## src/rtl/uart_tx_pkg.sv

```systemverilog
package uart_tx_pkg;
    typedef enum logic [1:0] {
        ST_IDLE  = 2'd0,
        ST_START = 2'd1,
        ST_DATA  = 2'd2,
        ST_STOP  = 2'd3
    } tx_state_e;
endpackage

```

## src/rtl/uart_tx_hold.sv

```systemverilog
// One-byte holding stage: accepts a write only when empty, empties on take.
module uart_tx_hold #(
    parameter int DW = 8
) (
    input  logic          clk,
    input  logic          rst_n,
    input  logic          wr_en,
    input  logic [DW-1:0] wr_data,
    input  logic          take,
    output logic          full,
    output logic [DW-1:0] data,
    output logic          overrun
);
    always_ff @(posedge clk) begin
        if (!rst_n) begin
            full    <= 1'b0;
            data    <= '0;
            overrun <= 1'b0;
        end else begin
            if (wr_en && full) begin
                overrun <= 1'b1;
            end
            if (wr_en && !full) begin
                full <= 1'b1;
                data <= wr_data;
            end else if (take) begin
                full <= 1'b0;
            end
        end
    end

    // a taken byte leaves the holding stage on the same edge
    p_take_clears_r4: assert property (@(posedge clk) disable iff (!rst_n)
        take |=> !full);
    // overrun is sticky
    p_ovr_sticky_r7: assert property (@(posedge clk) disable iff (!rst_n)
        overrun |=> overrun);
    // a rejected write leaves the held byte untouched
    p_full_kept_r7: assert property (@(posedge clk) disable iff (!rst_n)
        (full && wr_en && !take) |=> (full && $stable(data)));
endmodule

```

## src/rtl/uart_tx_shift.sv

```systemverilog
// Shift stage: frame state machine driven by baud ticks.
module uart_tx_shift
    import uart_tx_pkg::*;
#(
    parameter int DW = 8
) (
    input  logic          clk,
    input  logic          rst_n,
    input  logic          baud_tick,
    input  logic          have_byte,
    input  logic [DW-1:0] byte_in,
    output logic          take,
    output logic          txd,
    output logic          busy
);
    localparam int CW = (DW > 1) ? $clog2(DW) : 1;
    localparam logic [CW-1:0] LAST = CW'(DW - 1);

    tx_state_e     state, state_nx;
    logic [DW-1:0] shreg;
    logic [CW-1:0] bit_cnt;

    // next state and handoff
    always_comb begin
        state_nx = state;
        take     = 1'b0;
        unique case (state)
            ST_IDLE: begin
                if (have_byte) begin
                    state_nx = ST_START;
                    take     = 1'b1;
                end
            end
            ST_START: begin
                if (baud_tick) state_nx = ST_DATA;
            end
            ST_DATA: begin
                if (baud_tick && bit_cnt == LAST) state_nx = ST_STOP;
            end
            ST_STOP: begin
                if (baud_tick) begin
                    if (have_byte) begin
                        state_nx = ST_START;
                        take     = 1'b1;
                    end else begin
                        state_nx = ST_IDLE;
                    end
                end
            end
        endcase
    end

    // state register and datapath
    always_ff @(posedge clk) begin
        if (!rst_n) begin
            state   <= ST_IDLE;
            shreg   <= '0;
            bit_cnt <= '0;
        end else begin
            state <= state_nx;
            if (take) begin
                shreg   <= byte_in;
                bit_cnt <= '0;
            end else if (state == ST_DATA && baud_tick) begin
                shreg   <= shreg >> 1;
                bit_cnt <= bit_cnt + 1'b1;
            end
        end
    end

    // outputs
    always_comb begin
        txd  = 1'b1;
        busy = 1'b1;
        unique case (state)
            ST_IDLE:  busy = 1'b0;
            ST_START: txd  = 1'b0;
            ST_DATA:  txd  = shreg[0];
            ST_STOP:  txd  = 1'b1;
        endcase
    end

    // a frame in progress moves only on a tick
    p_tick_paced_r1: assert property (@(posedge clk) disable iff (!rst_n)
        (state != ST_IDLE && !baud_tick) |=> (state == $past(state)));
    // an idle stage picks up a waiting byte on the next edge
    p_idle_load_r3: assert property (@(posedge clk) disable iff (!rst_n)
        (state == ST_IDLE && have_byte) |=> (state == ST_START));
    // a waiting byte chains directly after the stop bit
    p_chain_r6: assert property (@(posedge clk) disable iff (!rst_n)
        (state == ST_STOP && baud_tick && have_byte) |=> (state == ST_START));
endmodule

```

## src/rtl/uart_tx_dbuf.sv

```systemverilog
module uart_tx_dbuf #(
    parameter int DW = 8
) (
    input  logic          clk,
    input  logic          rst_n,
    input  logic          baud_tick,
    input  logic          wr_en,
    input  logic [DW-1:0] wr_data,
    output logic          txd,
    output logic          tx_ready,
    output logic          tx_idle,
    output logic          overrun
);
    logic          hold_full;
    logic [DW-1:0] hold_data;
    logic          take;
    logic          busy;

    uart_tx_hold #(.DW(DW)) u_hold (
        .clk     (clk),
        .rst_n   (rst_n),
        .wr_en   (wr_en),
        .wr_data (wr_data),
        .take    (take),
        .full    (hold_full),
        .data    (hold_data),
        .overrun (overrun)
    );

    uart_tx_shift #(.DW(DW)) u_shift (
        .clk       (clk),
        .rst_n     (rst_n),
        .baud_tick (baud_tick),
        .have_byte (hold_full),
        .byte_in   (hold_data),
        .take      (take),
        .txd       (txd),
        .busy      (busy)
    );

    assign tx_ready = !hold_full;
    assign tx_idle  = !busy && !hold_full;

    // nothing in flight means a high line and a free holding stage
    p_idle_line_high_r9: assert property (@(posedge clk) disable iff (!rst_n)
        tx_idle |-> (txd && tx_ready));
    // an accepted write makes the holding stage full on the next edge
    p_accept_fills_r2: assert property (@(posedge clk) disable iff (!rst_n)
        (wr_en && tx_ready) |=> !tx_ready);
endmodule

```

## config.mk

```make
export PLATFORM = sky130hd
export DESIGN_NAME = uart_tx_dbuf
export DESIGN_NICKNAME = d
export VERILOG_FILES = /design/src/rtl/uart_tx_pkg.sv /design/src/rtl/uart_tx_hold.sv /design/src/rtl/uart_tx_shift.sv /design/src/rtl/uart_tx_dbuf.sv
export SDC_FILE = /design/constraint.sdc
export NUM_CORES = 1
export LEC_CHECK = 0
export ABC_AREA = 1
export BUFFER_PORTS_ARGS = -buffer_cell sky130_fd_sc_hd__buf_4
export CORE_ASPECT_RATIO = 0.8
export CORE_MARGIN = 2
export CORE_UTILIZATION = 30
export DETAILED_ROUTE_END_ITERATION = 10
export GPL_TIMING_DRIVEN = 0
export PLACE_DENSITY = 0.56
export SLEW_MARGIN = 20
export SYNTH_ARGS = -nofsm -noshare
export SYNTH_HDL_FRONTEND = slang
export SYNTH_SLANG_ARGS = --single-unit
```

## constraint.sdc

```tcl
create_clock -name clk -period 1.55 [get_ports clk]
set_input_delay 0.31 -clock clk [delete_from_list [all_inputs] [get_ports clk]]
set_output_delay 0.31 -clock clk [all_outputs]
set_load 0.05 [all_outputs]
```

# --- Word-level counts from Yosys, hierarchy flattened ---
# Index checks and enable logic that the tools add are counted.
word_totals:
  register_bits: 23
  latchBits: 0
  mem_bits_rw: 0
  romBits: 0
  inputBits: 12
  output_inout_bits: 4
  wordCells: 41
  n_memories: 0
classes:
  add_sub_neg: 1
  mul: 0
  div: 0
  magnitude_cmp: 0
  eq_ne: 8
  n_shift: 0
  n_mux: 14
  bitwise: 1
  n_reduce_logical: 11
ops:
  columns: ["op", "count"]
  rows:
  - ["$mux 8", 2]
  - ["$mux 2", 4]
  - ["$pmux 2 s4", 1]
  - ["$logic_and 1x1->1", 5]
  - ["$mux 1", 5]
  - ["$eq 2x2->1 const B", 2]
  - ["$ne 2x1->1 const B", 2]
  - ["$ne 2x2->1 const B", 2]
  - ["$pmux 1 s2", 2]
  - ["$reduce_and 4->1", 1]
  - ["$reduce_bool 2->1", 2]
  - ["$add 3x1->3 const B", 1]
  - ["$eq 3x3->1 const B", 1]
  - ["$eq 2x1->1 const B", 1]
  - ["$logic_not 2->1", 1]
  - ["$reduce_or 2->1", 1]
  - ["$logic_not 1->1", 1]
  - ["$not 1->1", 1]

# --- Longest topological paths before layout ---
# Gate-level depths: netlist of the first run.
depth:
  word_depth: 5
  mapped_depth: 9

# --- Hierarchy ---
# A second synthesis of the first run with hierarchy kept.
hier_totals:
  cells_unflattened: 179
  area_unflattened_um2: 1223.7
modules_own_cells:
  columns: ["module", "instances", "cells_each", "area_each_um2"]
  rows:
  - ["uart_tx_shift", 1, 115, 803.3]
  - ["uart_tx_hold", 1, 62, 412.9]
  - ["uart_tx_dbuf", 1, 2, 7.5]

# --- Worst setup path after synthesis of the first run ---
# Ideal clock, no wire load.
synth_timing:
  kind: "register to output"
  startpoint: "register u_shift.state[0]"
  endpoint: "output port txd"
  arrival_ps: 1806
  required_ps: 1240
  slack_ps: -566
  stages_incl_launch_ff: 4
  path_buffers: 0
  cell_sequence: "dfxtp_1 > inv_1 > ha_1 > o21ai_0"
synth_between:
  elab_chain_len: 2
synth_lines:
  columns: ["element", "line_no", "source"]
  rows:
  - ["start: declaration", "uart_tx_shift.sv:19", "tx_state_e state, state_nx;"]
  - ["start signal: assignment", "uart_tx_shift.sv:60", "state <= state_nx;"]
  - ["$eq 2x2->1 / $eq 2x1->1 (equally long branches)", "uart_tx_shift.sv:75", "unique case (state)"]
  - ["$pmux 1 s2 *", "uart_tx_shift.sv:75", null]
  - ["end: declaration", "uart_tx_dbuf.sv:9", "output logic txd,"]
# Mark *: on every way between the ends. The rest lies on a longest branch, timed or not.

# --- Worst setup path after layout of the first run ---
layout_timing:
  startpoint: "register u_shift.state[1]"
  endpoint: "output port txd"
# Same word-level chain as after synthesis.

==> results.yml, run 1 <==
run_status:
  status: "finished, final reports clean"
timing:
  worst_slack_ns: 0.05698
  holdWs_ns: 0.2817
  finalClockSkew_ns: 0.0007105
  finalCritPeriodShare_pct: 96.32
  setup_violations: 0
  period_needed_ns: 1.493
  rsz0062_at_grt: "true"
  slew_headroom_pct: 74.22
  max_freq_mhz: 669.8
  worstMarginPinSlew_ns: 0.3867
  finalHoldViolations: 0
  slew_violations: 0
detailed_routing:
  num_vias: 985
  drtIter0Drc: 52
  viasPerCell: 4.539
  post_drt_wl_per_cell_um: 10.88
  drt_pass1_iterations: 4
  ant_nets: 0
  wl_mm: 2.360
  drc: 0
finish:
  antenna_cells: 0
  area_growth_pct: 27.91
  nets: 195
  fin_cells: 217
  nFillCells: 378
  fin_util_pct: 41.07
  drive_above_1_share_pct: 24.00
placement:
  dpl_worst_slack_ns: -0.1607
  dp_hpwl_mm: 1.693
  gp_congestion: 0.8260
  dp.cells: 210
  port_buffers: 15
die:
  die_area_um2: 4276
  start_util_pct: 32.11
  io_pins: 16
  fp.dieW_um: 72.61
  row_count: 19
  core-area_um2: 3518
  die_y_um: 58.89
yosys:
  netlist_area_um2: 1130
  syn_avg_cell_area_um2: 7.385
  syn_inst: 153
  ys_seq_area_share_pct: 40.75
  yosysUniqueCellTypes: 19
  ys_ff_latch: 23
  syn_nets: 172
  ys_warn_count: 0
clocking:
  cts_num_sinks: 23
  clk_latency_ns: 0.26
  tritoncts: "done"
  cts-root-buf: "clkbuf_8"
  path_clk_slew_ns: 0.08
  max-clock-path-buffers: 2
  htreeDepth: 1
  cts_buffers: 3
setup_path:
  cp_top_family: "flip-flops"
  worst-r2r-cell-count: 8
  path_depth: 4
  crit_type: "flop to primary output"
  crit_path_top_delay_cell: "dfxtp_4"
  arrival_ns: 1.18
  worst_ep_required_time_ns: 1.24
  cp-start-kind: "flop"
  end_kind: "primary output"
  crit_fanout: 4
  path_buf_inv: 2
  cpPeakStageDelay_ns: 0.39
  worstPathCellList: "inv_4, ha_4, o21ai_2, buf_6"
pwr:
  totalPowerFinal_mw: 2.509
  ir_worst_vdd_uv: 650.1
  power.density_nw_per_um2: 1736
  p_leak_nw: 0.6354
global_route:
  grt_usage_pct: 12.09
  grt_pass1_vias: 875
  grt_overflow: 0
  grt_pass1_wl_mm: 3.974
  grt_antenna_before_repair: 0
  grt_max_degree: 14
worst_hold_path:
  whs_path_depth: 3
  hp-class: "input pin to flop"
flow_run:
  maxCapViolCount: 0
-- metrics by stage --
step	area (µm²)	TNS, ns
CTS	1389	0
finish	1445	0
floorplan	1134	0
global route	1445	-0.005059
detailed placement	1299	-0.9862
global placement	1299	-0.5282
-- path summary, 6_finish.rpt --
path	start	endpoint	slack [ns]
worst max-delay path	u_shift.state[1]$_SDFFE_PN0P_	txd	0.06
worst max register to register	u_shift.state[0]$_SDFFE_PN0P_	u_shift.bit_cnt[2]$_SDFFE_PP0P_	0.13
worst min register to register	u_shift.bit_cnt[1]$_SDFFE_PP0P_	u_shift.bit_cnt[1]$_SDFFE_PP0P_	0.47
worst min-delay path	wr_en	u_hold.full$_SDFFE_PN0P_	0.28
-- state kept, by name, indices dropped and copies added, names as in the netlist --
| register | cells |
|---|---|
| u_hold.full | 1 |
| u_shift.bit_cnt | 3 |
| u_hold.overrun | 1 |
| u_shift.state | 2 |
| u_hold.data | 8 |
| u_shift.shreg | 8 |
-- area by class of cell --
class	instances	area, µm²	area share [%]
sequential	23	467.9	32.38
buffer	3	20.02	1.385
clock inverter	1	5.005	0.3463
clock buffer	3	41.29	2.857
tap	42	52.55	3.636
inverter	10	42.54	2.944
multi-input combinational	117	673.1	46.58
timing repair buffer	18	142.6	9.870
-- routing by layer --
layer / part of all wire [%] / vias to the layer above / wire length (µm) / track usage [%]
li1: - / 538 / - / -
met1: 54 / 430 / 1272 / 17.60
met2: 41 / 12 / 973 / 16.62
met3: 3.3 / 5 / 78 / 3.596
met4: 1.5 / 0 / 36 / 4.762
met5: 0 / - / 0 / 0
-- tightest hold or removal path: stages --
cell and delay, ns:
buf_4 0.09, nor2_1 0.03, nor2_1 0.08
-- repair_timing --
item | 4_1_cts | 5_1_grt
buffers inserted | 2 | 1
gates resized for setup | 10 | 11
endpoints found under the setup margin | 14 | 13
hold buffers | 0 | 0
pin swaps | 2 | 2
-- where the power goes --
| part | switching, mW | internal (mW) | total, mW |
|---|---|---|---|
| Sequential | 0.0987 | 0.726 | 0.825 |
| Combinational | 0.779 | 0.527 | 1.31 |
| Clock | 0.199 | 0.180 | 0.378 |
| Total | 1.08 | 1.43 | 2.51 |
-- placed cells by master (no fill, tap or decap), types with 2 or more instances in the layout --
master	instances
inv_1	6
o21ai_0	9
nor2_1	29
a21oi_1	11
clkbuf_8	3
ha_1	3
ha_4	4
nand3_1	11
buf_4	16
nand2_1	32
nand3b_1	7
dfxtp_4	2
buf_6	3
inv_4	2
nand2_4	2
dfxtp_1	21
nand2_2	5
-- cells by family after synthesis --
| kind of cell | after synthesis | share of synthesized area (%) |
|---|---|---|
| XOR/XNOR | 1 | 0.7753 |
| adder cells (fa/ha/maj) | 7 | 7.752 |
| AND/OR/NAND/NOR | 87 | 35.66 |
| flip-flops | 23 | 40.75 |
| buffers and inverters | 13 | 5.093 |
| AO/OA/AOI/OAI | 22 | 9.967 |
-- synth_stat cells --
| cell | number | area (µm²) |
|---|---|---|
| nand2_1 | 35 | 131.4 |
| nor2_1 | 29 | 108.9 |
| dfxtp_1 | 23 | 460.4 |
| a21oi_1 | 11 | 55.05 |
| nand3_1 | 11 | 55.05 |
| o21ai_0 | 10 | 50.05 |
| inv_1 | 8 | 30.03 |
| ha_1 | 7 | 87.58 |
| nand3b_1 | 7 | 52.55 |
| nand2_2 | 2 | 12.51 |
| nand2_4 | 2 | 22.52 |
| buf_1 | 1 | 3.750 |
| buf_2 | 1 | 5.000 |
| buf_6 | 1 | 11.26 |
| clkinv_1 | 1 | 3.750 |
| inv_2 | 1 | 3.750 |
| nor2_8 | 1 | 20.02 |
| o21bai_1 | 1 | 7.510 |
| xor2_1 | 1 | 8.760 |
Note: power is estimated with default switching activity, not from simulation.
==> run 2, diff against run 1 <==
BUFFER_PORTS_ARGS = -buffer_cell sky130_fd_sc_hd__buf_2   (was -buffer_cell sky130_fd_sc_hd__buf_4)
==> run 2 against run 1 <==
Net effect:
- die area stayed put
- non-clock buffer count down 2
- via count down 0.10%
- largest cell class unchanged
- wire length fell by 2.8%
- clock power is 3% lower
- sequential power grew 0.8%
- power decreased by 2.9%
- highest routed layer unchanged
- clock skew increased by 0.00095 ns
- final cell count fell by 0.92%
==> results.yml, run 2 (same netlist as run 1, synthesis figures left out) <==
detailed_routing:
  drtIter0Drc: 56
  ant_nets: 0
  num_vias: 984
  viasPerCell: 4.577
  post_drt_wl_per_cell_um: 10.67
  drc: 0
  wl_mm: 2.294
  drt_pass1_iterations: 3
die:
  row_count: 19
  start_util_pct: 32.11
  fp.dieW_um: 72.61
  io_pins: 16
  core-area_um2: 3518
  die_area_um2: 4276
  die_y_um: 58.89
placement:
  dpl_worst_slack_ns: -0.1550
  dp_hpwl_mm: 1.759
  dp.cells: 210
  gp_congestion: 0.8703
  port_buffers: 15
global_route:
  grt_pass1_wl_mm: 4.029
  grt-busiest-layer: "met2"
  grt_pass1_vias: 902
  grt_antenna_before_repair: 0
  gr-usage-met3_pct: 3.938
  grt_max_degree: 13
  grt_overflow: 0
  grt_use_met1_pct: 17.32
  grt_util_met2_pct: 17.53
  grt_usage_pct: 12.03
clocking:
  path_clk_slew_ns: 0.08
  max-clock-path-buffers: 2
  cts_num_sinks: 23
  cts_buffers: 3
  clk_latency_ns: 0.26
  cts-root-buf: "clkbuf_8"
  tritoncts: "done"
  htreeDepth: 1
flow_run:
  maxCapViolCount: 0
finish:
  fin_util_pct: 39.33
  fin_cells: 215
  layout.cells.most_common: "nand2_1"
  final_cell_mix: "32 x nand2_1, 29 x nor2_1, 21 x dfxtp_1"
  largest_registers: "u_hold.data x8, u_shift.shreg x8, u_shift.bit_cnt x3"
  area_growth_pct: 22.48
  antenna_cells: 0
  drive_above_1_share_pct: 21.97
  nets: 193
setup_path:
  crit_type: "flop to primary output"
  cpPeakStageDelay_ns: 0.40
  crit_path_top_delay_cell: "dfxtp_4"
  worstPathCellList: "inv_4, ha_4, o21ai_2, buf_6"
  arrival_ns: 1.18
  worst_ep_required_time_ns: 1.24
  end_kind: "primary output"
  cp-start-kind: "flop"
  crit_fanout: 5
timing:
  finalCritPeriodShare_pct: 95.99
  holdWs_ns: 0.2962
  setup_violations: 0
  slew_headroom_pct: 74.57
  rsz0062_at_grt: "false"
  max_freq_mhz: 672.1
  worst_slack_ns: 0.06217
  finalHoldViolations: 0
  worstMarginPinSlew_ns: 0.3815
  finalClockSkew_ns: 0.001660
  period_needed_ns: 1.488
  slew_violations: 0
pwr:
  p_leak_nw: 0.6113
  totalPowerFinal_mw: 2.436
  power.density_nw_per_um2: 1760
  ir_worst_vdd_uv: 710.7
worst_hold_path:
  hp-class: "input pin to flop"
run_status:
  status: "finished, final reports clean"
[run 2: critical path, delay by kind of cell, from the launching register on]
| family | cells | cell delay (ns) |
|---|---|---|
| DFF | 1 | 0.40 |
| buffers and inverters | 2 | 0.23 |
| adders and majority gates | 1 | 0.16 |
| AOI/OAI and AO/OA | 1 | 0.14 |
[run 2: where the power goes]
part	internal [mW]	leakage [nW]	total, mW	switching (mW)
combinational	0.483	0.398	1.24	0.757
sequential	0.727	0.190	0.832	0.105
clock	0.183	0.0228	0.365	0.182
total	1.39	0.611	2.44	1.04
[run 2: cell type report]
type                       instances  area [µm²]
buffer                             3       20.02
clock buffer                       4       45.04
fill                             376        2135
inverter                          10       42.54
multi-input combinational        117       660.6
sequential                        23       467.9
tap                               42       52.55
timing repair buffer              16       95.09
[run 2: worst paths after layout]
path / startpoint / end / slack [ns] / cells past startpoint
setup / recovery: u_shift.state[1]$_SDFFE_PN0P_ / txd / 0.06 / 4
hold / removal: wr_data[0] / u_hold.data[0]$_SDFFE_PN0P_ / 0.30 / 3
setup reg to reg: u_shift.state[0]$_SDFFE_PN0P_ / u_shift.bit_cnt[0]$_SDFFE_PP0P_ / 0.16 / 7
hold reg to reg: u_hold.overrun$_SDFFE_PN0P_ / u_hold.overrun$_SDFFE_PN0P_ / 0.47 / 2
[run 2: repair_timing]
| item | 4_1_cts | 5_1_grt |
|---|---|---|
| setup endpoints to repair | 14 | 14 |
| resized for setup | 9 | 12 |
| setup buffers | 0 | 1 |
| hold buffers | 0 | 0 |
| pin swaps | 1 | 2 |
| hold endpoints to repair | 0 | 0 |
[run 2: through the flow]
stage | instance area [µm²] | setup TNS [ns]
5_1_grt | 1384 | 0
2_1_floorplan | 1134 | 0
3_3_place_gp | 1261 | -0.5428
3_5_place_dp | 1261 | -0.8718
4_1_cts | 1329 | -0.02305
6_report | 1384 | 0
[run 2: layer usage]
layer / wire length (µm) / vias up
met4: 16 / 0
met2: 948 / 11
met3: 80 / 2
met1: 1248 / 438
met5: 0 / -
li1: - / 533
==> run 3, diff against run 2 <==
CTS_BUF_LIST = sky130_fd_sc_hd__clkbuf_8   (was not set)
PLACE_DENSITY = 0.54   (was 0.56)
clock period = 1.4 ns   (was 1.55 ns; I/O delays follow)
==> run 3 against run 2 <==
Net effect:
- the run now ends with negative setup slack left
- final cell count is 2.8% higher
- clock skew is 0.0042 ns higher
- critical path depth stayed put
- die area stayed put
- combinational power is 35% higher
- sequential share of layout area is 2.8 points lower
- worst setup slack worse by 0.14 ns
- cell area is 9.3% higher
- critical endpoint unchanged
- largest cell class unchanged
- highest routed layer unchanged
==> results.yml, run 3 (same netlist as run 1, synthesis figures left out) <==
setup_path:
  crit_fanout: 5
  cpPeakStageDelay_ns: 0.40
  end_kind: "primary output"
  crit_type: "flop to primary output"
  crit_path_top_delay_cell: "dfxtp_4"
  worstPathCellList: "inv_4, ha_4, o21ai_2, buf_6"
  worst_ep_required_time_ns: 1.12
  rrSetupSlack_ns: 0.03
  cp-start-kind: "flop"
  cp_top_family: "flip-flops"
  arrival_ns: 1.20
  reg2reg_from: "u_shift.state[0]$_SDFFE_PN0P_"
  path_buf_inv: 2
  crit_start: "u_shift.state[1]$_SDFFE_PN0P_"
global_route:
  grt_usage_pct: 13.02
  grt_pass1_vias: 960
  grt_pass1_wl_mm: 4.271
  grt_overflow: 0
  grt_antenna_before_repair: 0
  grt_max_degree: 15
timing:
  slew_headroom_pct: 69.41
  slew_violations: 0
  finalCritPeriodShare_pct: 105.5
  setup_violations: 2
  worstMarginPinSlew_ns: 0.4589
  finalClockSkew_ns: 0.005833
  period_needed_ns: 1.477
  holdWs_ns: 0.2520
  max_freq_mhz: 677.0
  finalHoldViolations: 0
  worst_slack_ns: -0.07705
  rsz0062_at_grt: "true"
finish:
  nets: 199
  antenna_cells: 0
  drive_above_1_share_pct: 30.73
  fin_cells: 221
  area_growth_pct: 33.89
  layout.cells.most_common: "nand2_1"
  largest_registers: "u_hold.data x8, u_shift.shreg x8, u_shift.bit_cnt x3"
  nFillCells: 370
  final_cell_mix: "31 x nand2_1, 28 x nor2_1, 20 x dfxtp_1"
pwr:
  ir_worst_vdd_uv: 771.4
  totalPowerFinal_mw: 3.042
  power.density_nw_per_um2: 2011
  p_leak_nw: 0.6534
clocking:
  htreeDepth: 1
  ctsHoldBuffers: 0
  cts_num_sinks: 23
  cts_buffers: 3
  max-clock-path-buffers: 2
  path_clk_slew_ns: 0.09
  clk_latency_ns: 0.27
  cts-root-buf: "clkbuf_8"
  tritoncts: "done"
detailed_routing:
  drc: 0
  num_vias: 1004
  wl_mm: 2.578
  drtIter0Drc: 64
  post_drt_wl_per_cell_um: 11.67
  drt_pass1_iterations: 4
  ant_nets: 0
  viasPerCell: 4.543
flow_run:
  maxCapViolCount: 0
run_status:
  status: "finished, violations left"
  violations: "negative setup slack"
die:
  core-area_um2: 3518
  row_count: 19
  start_util_pct: 32.11
  fp.dieW_um: 72.61
  die_area_um2: 4276
  io_pins: 16
  die_y_um: 58.89
placement:
  gp_congestion: 0.7565
  port_buffers: 15
  dp_hpwl_mm: 1.774
  dp.cells: 210
  dpl_worst_slack_ns: -0.2145
worst_hold_path:
  hold_path_startpoint: "wr_data[1]"
  hp-class: "input pin to flop"
## run 3: cell types whose count changed in the layout (fill, tap and decap cells not counted), moves of 2 or more
| cell | delta |
|---|---|
| buf_2 | -2 |
| inv_1 | -2 |
| inv_2 | +2 |
| a21oi_1 | -3 |
| buf_4 | +4 |
| a21oi_2 | +3 |
## run 3: area by class of cell
cell class | instances | area [µm²] | share of cell area [%]
plain buffers | 3 | 26.28 | 1.737
clock buffers | 3 | 41.29 | 2.730
inverters | 10 | 45.04 | 2.978
clock inverters | 1 | 7.507 | 0.4963
repair buffers | 22 | 167.7 | 11.08
well taps | 42 | 52.55 | 3.474
multi-input cells | 117 | 703.2 | 46.48
flip-flops and latches | 23 | 469.2 | 31.02
## run 3: what timing repair did
action,in CTS,in global routing
endpoints found under the setup margin,14,17
gates cloned,0,1
pin swaps,2,3
buffers inserted,2,4
hold endpoints to repair,0,0
resized for setup,22,17
## run 3: worst reg2reg max path, delay by kind of cell (launching register included)
family                   cells  cell delay, ns
flip-flops                   1            0.41
AND/OR/NAND/NOR              3            0.33
adder cells (fa/ha/maj)      1            0.26
buffers and inverters        2            0.20
AO/OA/AOI/OAI                1            0.06
## run 3: where the power goes
part	switching (mW)	internal (mW)	leakage, nW
clock network	0.228	0.202	0.0217
logic	0.964	0.718	0.441
registers	0.125	0.806	0.191
## run 3: stage by stage
step           area (µm²)  TNS (ns)  util, %
2_1_floorplan        1146  -0.09112        -
3_3_place_gp         1274    -1.303    36.20
3_5_place_dp         1274    -1.700    36.20
4_1_cts              1403   -0.1358    39.86
5_1_grt              1513   -0.2928    42.99
6_report             1513   -0.1126    42.99
## run 3: metal layers
metal	wire [µm]	GRT usage, %
met1	1277	17.67
met2	1160	20.65
met3	120	3.596
met4	20	3.175
met5	0	0
## run 3: path summary, 6_finish.rpt
kind              depth (start not counted)                         endpoint
hold / removal                            3      u_hold.data[1]$_SDFFE_PN0P_
setup reg to reg                          7    u_shift.shreg[4]$_SDFFE_PN0P_
hold reg to reg                           2  u_shift.bit_cnt[1]$_SDFFE_PP0P_
setup / recovery                          4                              txd
